==> config.mk <==
export PLATFORM = sky130hd
export DESIGN_NAME = memtype_resolver
export DESIGN_NICKNAME = d
export VERILOG_FILES = /design/src/rtl/memtype_pkg.sv /design/src/rtl/mt_fixed_bank.sv /design/src/rtl/mt_var_bank.sv /design/src/rtl/memtype_resolver.sv
export SDC_FILE = /design/constraint.sdc
export NUM_CORES = 2
export LEC_CHECK = 0
export CAP_MARGIN = 20
export CORE_MARGIN = 2
export CORE_UTILIZATION = 55
export DETAILED_ROUTE_END_ITERATION = 10
export DONT_BUFFER_PORTS = 1
export PLACE_DENSITY = 0.7
export SLEW_MARGIN = 40
export SYNTH_ARGS = -nofsm -noshare
export SYNTH_HDL_FRONTEND = slang
export SYNTH_SLANG_ARGS = --single-unit
==> constraint.sdc <==
create_clock -name clk -period 24.6 [get_ports clk]
set_input_delay 1.23 -clock clk [delete_from_list [all_inputs] [get_ports clk]]
set_output_delay 1.23 -clock clk [all_outputs]
set_load 0.05 [all_outputs]
==> src/rtl/memtype_pkg.sv <==
package memtype_pkg;

  localparam logic [7:0] MT_UC = 8'd0;
  localparam logic [7:0] MT_WC = 8'd1;
  localparam logic [7:0] MT_WT = 8'd4;
  localparam logic [7:0] MT_WP = 8'd5;
  localparam logic [7:0] MT_WB = 8'd6;

  localparam int FIX_REGS    = 11;
  localparam int FIX_ENTRIES = FIX_REGS * 8;

  localparam int SEL_CTRL = 16;
  localparam int SEL_TOP2 = 17;
  localparam int SEL_VAR0 = 32;

  // Pairwise merge of two range types.
  function automatic logic [7:0] mt_combine(input logic [7:0] a, input logic [7:0] b);
    if (a == MT_UC || b == MT_UC) return MT_UC;
    if ((a == MT_WB && b == MT_WT) || (a == MT_WT && b == MT_WB)) return MT_WT;
    if (a != b) return MT_UC;
    return a;
  endfunction

  // Map a page inside the first MiB (page bits 7:0) to its fixed entry number.
  function automatic logic [6:0] mt_fixed_index(input logic [7:0] pg);
    if (!pg[7])      return {4'b0000, pg[6:4]};          // 64 KiB zone: 0..7
    else if (!pg[6]) return 7'd8 + {3'b000, pg[5:2]};    // 16 KiB zone: 8..23
    else             return 7'd24 + {1'b0, pg[5:0]};     // 4 KiB zone: 24..87
  endfunction

endpackage

==> src/rtl/mt_fixed_bank.sv <==
module mt_fixed_bank
  import memtype_pkg::*;
(
  input  logic        clk,
  input  logic        rst_n,
  input  logic        wr_en,
  input  logic [3:0]  wr_idx,
  input  logic [63:0] wr_data,
  input  logic [7:0]  page_lo,
  output logic [7:0]  ent_type
);

  logic [7:0] ent_q [FIX_ENTRIES];
  logic [6:0] ent_idx;

  always_ff @(posedge clk or negedge rst_n) begin
    if (!rst_n) begin
      for (int n = 0; n < FIX_ENTRIES; n++) ent_q[n] <= '0;
    end else if (wr_en) begin
      for (int r = 0; r < FIX_REGS; r++) begin
        if (wr_idx == r[3:0]) begin
          for (int b = 0; b < 8; b++) ent_q[r*8 + b] <= wr_data[8*b +: 8];
        end
      end
    end
  end

  assign ent_idx  = mt_fixed_index(page_lo);
  assign ent_type = ent_q[ent_idx];

endmodule

==> src/rtl/mt_var_bank.sv <==
module mt_var_bank
  import memtype_pkg::*;
#(
  parameter int PA_W    = 48,
  parameter int NUM_VAR = 8,
  localparam int PFN_W  = PA_W - 12,
  localparam int VSEL_W = (NUM_VAR > 1) ? $clog2(NUM_VAR) : 1
) (
  input  logic               clk,
  input  logic               rst_n,
  input  logic               wr_en,
  input  logic [VSEL_W-1:0]  wr_slot,
  input  logic               wr_is_mask,
  input  logic [63:0]        wr_data,
  input  logic [PFN_W-1:0]   page,
  output logic [NUM_VAR-1:0] hit_vec,
  output logic [NUM_VAR-1:0] uc_vec,
  output logic               any_hit,
  output logic [7:0]         res_type
);

  logic [NUM_VAR-1:0][7:0] slot_type;
  logic unused_wr_bits;
  assign unused_wr_bits = ^{wr_data[63:PA_W], wr_data[10:8]};

  for (genvar i = 0; i < NUM_VAR; i++) begin : g_slot
    logic [PFN_W-1:0] base_q, mask_q;
    logic [7:0]       type_q;
    logic             vld_q;
    logic             sel;

    assign sel = wr_en && (wr_slot == VSEL_W'(i));

    always_ff @(posedge clk or negedge rst_n) begin
      if (!rst_n) begin
        base_q <= '0;
        mask_q <= '0;
        type_q <= '0;
        vld_q  <= 1'b0;
      end else if (sel) begin
        if (wr_is_mask) begin
          mask_q <= wr_data[PA_W-1:12];
          vld_q  <= wr_data[11];
        end else begin
          base_q <= wr_data[PA_W-1:12];
          type_q <= wr_data[7:0];
        end
      end
    end

    assign hit_vec[i]   = vld_q && ((page & mask_q) == (base_q & mask_q));
    assign uc_vec[i]    = hit_vec[i] && (type_q == MT_UC);
    assign slot_type[i] = type_q;
  end

  always_comb begin
    logic       seen;
    logic [7:0] acc;
    seen = 1'b0;
    acc  = MT_UC;
    for (int i = 0; i < NUM_VAR; i++) begin
      if (hit_vec[i]) begin
        acc  = seen ? mt_combine(acc, slot_type[i]) : slot_type[i];
        seen = 1'b1;
      end
    end
    any_hit  = seen;
    res_type = acc;
  end

endmodule

==> src/rtl/memtype_resolver.sv <==
module memtype_resolver
  import memtype_pkg::*;
#(
  parameter int PA_W    = 48,
  parameter int NUM_VAR = 8,
  localparam int PFN_W  = PA_W - 12,
  localparam int VSEL_W = (NUM_VAR > 1) ? $clog2(NUM_VAR) : 1,
  localparam int SEL_W  = $clog2(SEL_VAR0 + 2 * NUM_VAR)
) (
  input  logic             clk,
  input  logic             rst_n,
  input  logic             cfg_we,
  input  logic [SEL_W-1:0] cfg_sel,
  input  logic [63:0]      cfg_wdata,
  input  logic             lk_req,
  input  logic [PFN_W-1:0] lk_page,
  output logic             rsp_valid,
  output logic [7:0]       rsp_type
);

  localparam logic [SEL_W-1:0] SEL_FIX_END = SEL_W'(FIX_REGS);
  localparam logic [SEL_W-1:0] SEL_CTRL_L  = SEL_W'(SEL_CTRL);
  localparam logic [SEL_W-1:0] SEL_TOP2_L  = SEL_W'(SEL_TOP2);
  localparam logic [SEL_W-1:0] SEL_VAR_LO  = SEL_W'(SEL_VAR0);
  localparam logic [SEL_W-1:0] SEL_VAR_HI  = SEL_W'(SEL_VAR0 + 2 * NUM_VAR);
  localparam logic [PFN_W-1:0] PFN_4G      = PFN_W'(1) << 20;
  localparam int               TOP2_W      = PA_W - 23;

  // configuration decode
  logic fix_we, ctrl_we, top2_we, var_we;
  assign fix_we  = cfg_we && (cfg_sel < SEL_FIX_END);
  assign ctrl_we = cfg_we && (cfg_sel == SEL_CTRL_L);
  assign top2_we = cfg_we && (cfg_sel == SEL_TOP2_L);
  assign var_we  = cfg_we && (cfg_sel >= SEL_VAR_LO) && (cfg_sel < SEL_VAR_HI);

  // control and upper-memory registers
  logic [7:0]        def_type_q;
  logic              glob_en_q, fix_en_q;
  logic [TOP2_W-1:0] top2_hi_q;

  always_ff @(posedge clk or negedge rst_n) begin
    if (!rst_n) begin
      def_type_q <= MT_UC;
      glob_en_q  <= 1'b0;
      fix_en_q   <= 1'b0;
      top2_hi_q  <= '0;
    end else begin
      if (ctrl_we) begin
        def_type_q <= cfg_wdata[7:0];
        glob_en_q  <= cfg_wdata[8];
        fix_en_q   <= cfg_wdata[9];
      end
      if (top2_we) top2_hi_q <= cfg_wdata[PA_W-1:23];
    end
  end

  // fixed bank
  logic [7:0] fix_type_w;
  logic       low_mib_w, fix_sel_w;

  mt_fixed_bank u_fixed (
    .clk      (clk),
    .rst_n    (rst_n),
    .wr_en    (fix_we),
    .wr_idx   (cfg_sel[3:0]),
    .wr_data  (cfg_wdata),
    .page_lo  (lk_page[7:0]),
    .ent_type (fix_type_w)
  );

  assign low_mib_w = (lk_page[PFN_W-1:8] == '0);
  assign fix_sel_w = glob_en_q && fix_en_q && low_mib_w;

  // programmable ranges
  logic [NUM_VAR-1:0] var_hit_vec, var_uc_vec;
  logic               var_any_w, var_uc_w;
  logic [7:0]         var_type_w;

  mt_var_bank #(.PA_W(PA_W), .NUM_VAR(NUM_VAR)) u_var (
    .clk        (clk),
    .rst_n      (rst_n),
    .wr_en      (var_we),
    .wr_slot    (cfg_sel[VSEL_W:1]),
    .wr_is_mask (cfg_sel[0]),
    .wr_data    (cfg_wdata),
    .page       (lk_page),
    .hit_vec    (var_hit_vec),
    .uc_vec     (var_uc_vec),
    .any_hit    (var_any_w),
    .res_type   (var_type_w)
  );

  assign var_uc_w = |var_uc_vec;

  // upper-memory write-back window
  logic [PFN_W-1:0] top2_lim_w;
  logic             tom2_hit_w;
  assign top2_lim_w = {top2_hi_q, 11'b0};
  assign tom2_hit_w = (|top2_hi_q) && (lk_page >= PFN_4G) && (lk_page < top2_lim_w);

  // resolution order
  logic [7:0] res_w;
  always_comb begin
    if (!glob_en_q)      res_w = MT_UC;
    else if (fix_sel_w)  res_w = fix_type_w;
    else if (tom2_hit_w) res_w = MT_WB;
    else if (var_any_w)  res_w = var_type_w;
    else                 res_w = def_type_q;
  end

  always_ff @(posedge clk or negedge rst_n) begin
    if (!rst_n) begin
      rsp_valid <= 1'b0;
      rsp_type  <= MT_UC;
    end else begin
      rsp_valid <= lk_req;
      if (lk_req) rsp_type <= res_w;
    end
  end

  logic unused_hits;
  assign unused_hits = ^var_hit_vec;

endmodule

==> impl_metrics.ini <==
[clock_network]
clock_path_buffers = 3
root_buffer = clkbuf_16
clk_pin_slew_ns = 0.07
cts_sinks = 1396
holdBufCountCts = 0
cts_setup_buffers = 0
htreeDepth = 4
post_cts_resized = 0
numCtsBuffers = 147
cts_tree = built
clkLatencyLatePin_ns = 0.80

[layout]
stdcell_area_sq_mm = 0.0750
drive_gt1_share_pct = 37.0
fillers = 9602
fin_nets = 5233
area_growth_pct = 9.57

[drt]
vias = 45100
final_antenna_net_count = 0
avgViaCountPerCell = 6.58
finalWirelength_microns = 207000
drc = 0
drtIter0Drc = 4568
wl_per_cell_microns = 30.2
drtPass1Iterations = 6

[synthesis]
ys_warn_count = 0
synthFlopType = dfrtp_1
synth_area_sq_mm = 0.0685
synth.top_cell.area_share_pct = 51.0
yosysUniqueCellTypes = 104
synth_nets = 5454
ys_seq_elements = 1396
netlist.top_cell.by_area = dfrtp_1
ys_seq_area_share_pct = 51.0
synth.area.top_cells = dfrtp_1 51%, mux2_2 22%, mux4_2 5.8%
synth-edff-count = 0
netlist_instances = 5319
avgSynthCellArea_sq_um = 12.9
async_flop_share_pct = 100

[sta]
fmax_ghz = 0.0970
hold_viol = 0
relSlewSlack_pct = 36.7
grt_setup_unrepaired = no
finalClockSkew_ns = 0.0229
finalCritPeriodShare_pct = 41.9
finalSetupTns_ns = 0
drv_slew = 0
finalSetupViolations = 0
final.min_clock_period_ns = 10.31
worst_slew_pin_slew_ns = 0.946

[placed_design]
gp_congestion = 0.928
dpl-instance-area_sq_mm = 0.0699
dp.final_hpwl_microns = 130000
port_buffers = 0

[grt]
grt_pass1_vias = 45800
grt.met2_usage_pct = 51.1
antenna_found_initial = 16
globalRouteMet1Util_pct = 45.8
grt_pass1_wl_microns = 308000
grt_use_total_pct = 32.9
grt_overflow_total = 0
grtUsageMet3_pct = 7.79
grt_max_degree = 161
busiest_layer = met2

[floorplan]
fp-row-count = 129
core_area_sq_mm = 0.124
fp.dieH_microns = 357
num_io_pins = 119
die_w_microns = 357
die-area_sq_mm = 0.127
start_util_pct = 55.4

[power_and_ir_drop]
power_mw = 6.03
p_leak_nw = 35.0
p_per_area_mw_per_mm2 = 80.4
peakVddDrop_v = 0.0000684

[critical_path]
arrival_ns = 11.02
critPathCaptureType = register
path_max_fanout = 20
cpMaxStageDelayCell = a221oi_1
critPathKind = input port to register
cp.required_ns = 25.31
startpoint_type = input port
critPathMaxStageDelay_ns = 0.90

[run_status]
status = complete, no violations

[run]
cap_violations = 0

[min_path]
min_path_type = input port to async pin
flip-flops by register name, summed over array words and instances (netlist names):
register,cells
def_type_q,8
rsp_valid,1
u_var.g_slot.mask_q,288
u_var.g_slot.type_q,64
u_fixed.ent_q,704
u_var.g_slot.base_q,288
u_var.g_slot.vld_q,8
glob_en_q,1
top2_hi_q,25
fix_en_q,1
rsp_type,8
through the flow:
stage               hold WS (ns)  setup slack [ns]  std cells  util (%)
finish                     0.159             14.29       6854      60.7
global route               0.126             13.70       6847      60.7
floorplan                  0.471             15.82       5319         -
global placement           0.480             13.33       6572      56.3
detailed placement         0.487             13.71       6583      56.6
CTS                       0.0995             14.52       6844      60.6
path summary, 6_finish.rpt:
check,start,to,slack [ns],depth (start not counted)
worst max-delay path,lk_page[5],rsp_type[6],14.29,28
worst min-delay path,rst_n,u_var.g_slot[2].mask_q[11],0.16,0
worst min register to register,u_fixed.ent_q[215],u_fixed.ent_q[215],0.50,1
max in group asynchronous,rst_n,u_var.g_slot[5].type_q[7],22.04,5
worst max register to register,u_var.g_slot[0].base_q[5],rsp_type[6],14.38,28
min in group clk,lk_req,rsp_valid,0.47,0
worst max-delay path: cells and delay by family:
family,cells,cell delay [ns]
and+or+nand+nor,12,5.27
xor gates and xnor gates,2,0.30
muxes,3,0.71
AOI/OAI and AO/OA,11,3.45
Yosys cell counts, types with 12 or more instances:
library cell / number
a21oi_1: 54
a221oi_1: 26
a22o_1: 21
a22oi_1: 122
a311oi_1: 19
a31oi_1: 29
and2_1: 16
and3_1: 34
buf_1: 53
buf_2: 28
clkbuf_1: 338
dfrtp_1: 1396
ha_1: 25
inv_1: 76
mux2_2: 1368
mux2i_1: 39
mux4_2: 176
nand2_1: 423
nand2b_1: 19
nand3_1: 106
nand4_1: 82
nor2_1: 93
nor2b_1: 13
nor3_1: 43
nor4_1: 37
o211ai_1: 13
o21a_1: 12
o21ai_0: 84
o22ai_1: 13
or3_1: 14
xnor2_1: 17
xor2_1: 298
power by group:
| part | switching [mW] | total, mW | internal [mW] | leakage [nW] |
|---|---|---|---|---|
| combinational | 0.465 | 0.943 | 0.478 | 14.1 |
| sequential | 0.206 | 2.81 | 2.60 | 18.5 |
| clock | 0.956 | 2.28 | 1.33 | 2.44 |
| total | 1.63 | 6.03 | 4.41 | 35.0 |
cell type report:
| type | count | area [sq um] | area share, % |
|---|---|---|---|
| antenna | 7 | 17.5 | 0.0234 |
| timing repair buffer | 59 | 872 | 1.16 |
| sequential | 1396 | 34900 | 46.6 |
| multi-input combinational | 3415 | 31900 | 42.5 |
| tap | 1637 | 2050 | 2.73 |
| inverter | 79 | 297 | 0.395 |
| clock inverter | 56 | 743 | 0.991 |
| clock buffer | 205 | 4230 | 5.64 |
placed cells by master, fill, tap and decap left out, types with 39 or more instances in the layout:
cell type,n
dfrtp_1,1396
mux2_2,1368
nand2_1,407
xor2_1,298
mux4_2,176
clkbuf_16,149
a22oi_1,122
nand3_1,101
nor2_1,92
o21ai_0,84
nand4_1,82
inv_1,76
a21oi_1,53
mux2i_1,39
metal layers:
metal	up-vias	wire, microns
li1	19000	-
met1	24100	87600
met2	1644	95800
met3	346	16900
met4	10	6750
met5	-	100
kinds of logic after synthesis:
| kind of cell | Yosys count | share of synthesized area, % |
|---|---|---|
| compound gates | 546 | 5.95 |
| xor+xnor | 317 | 4.08 |
| fa+ha+maj | 25 | 0.457 |
| flops | 1396 | 51.0 |
| mux | 1583 | 28.9 |
| simple gates | 944 | 6.71 |
| buf+inv | 508 | 2.93 |
(Power assumes the default switching activity.)
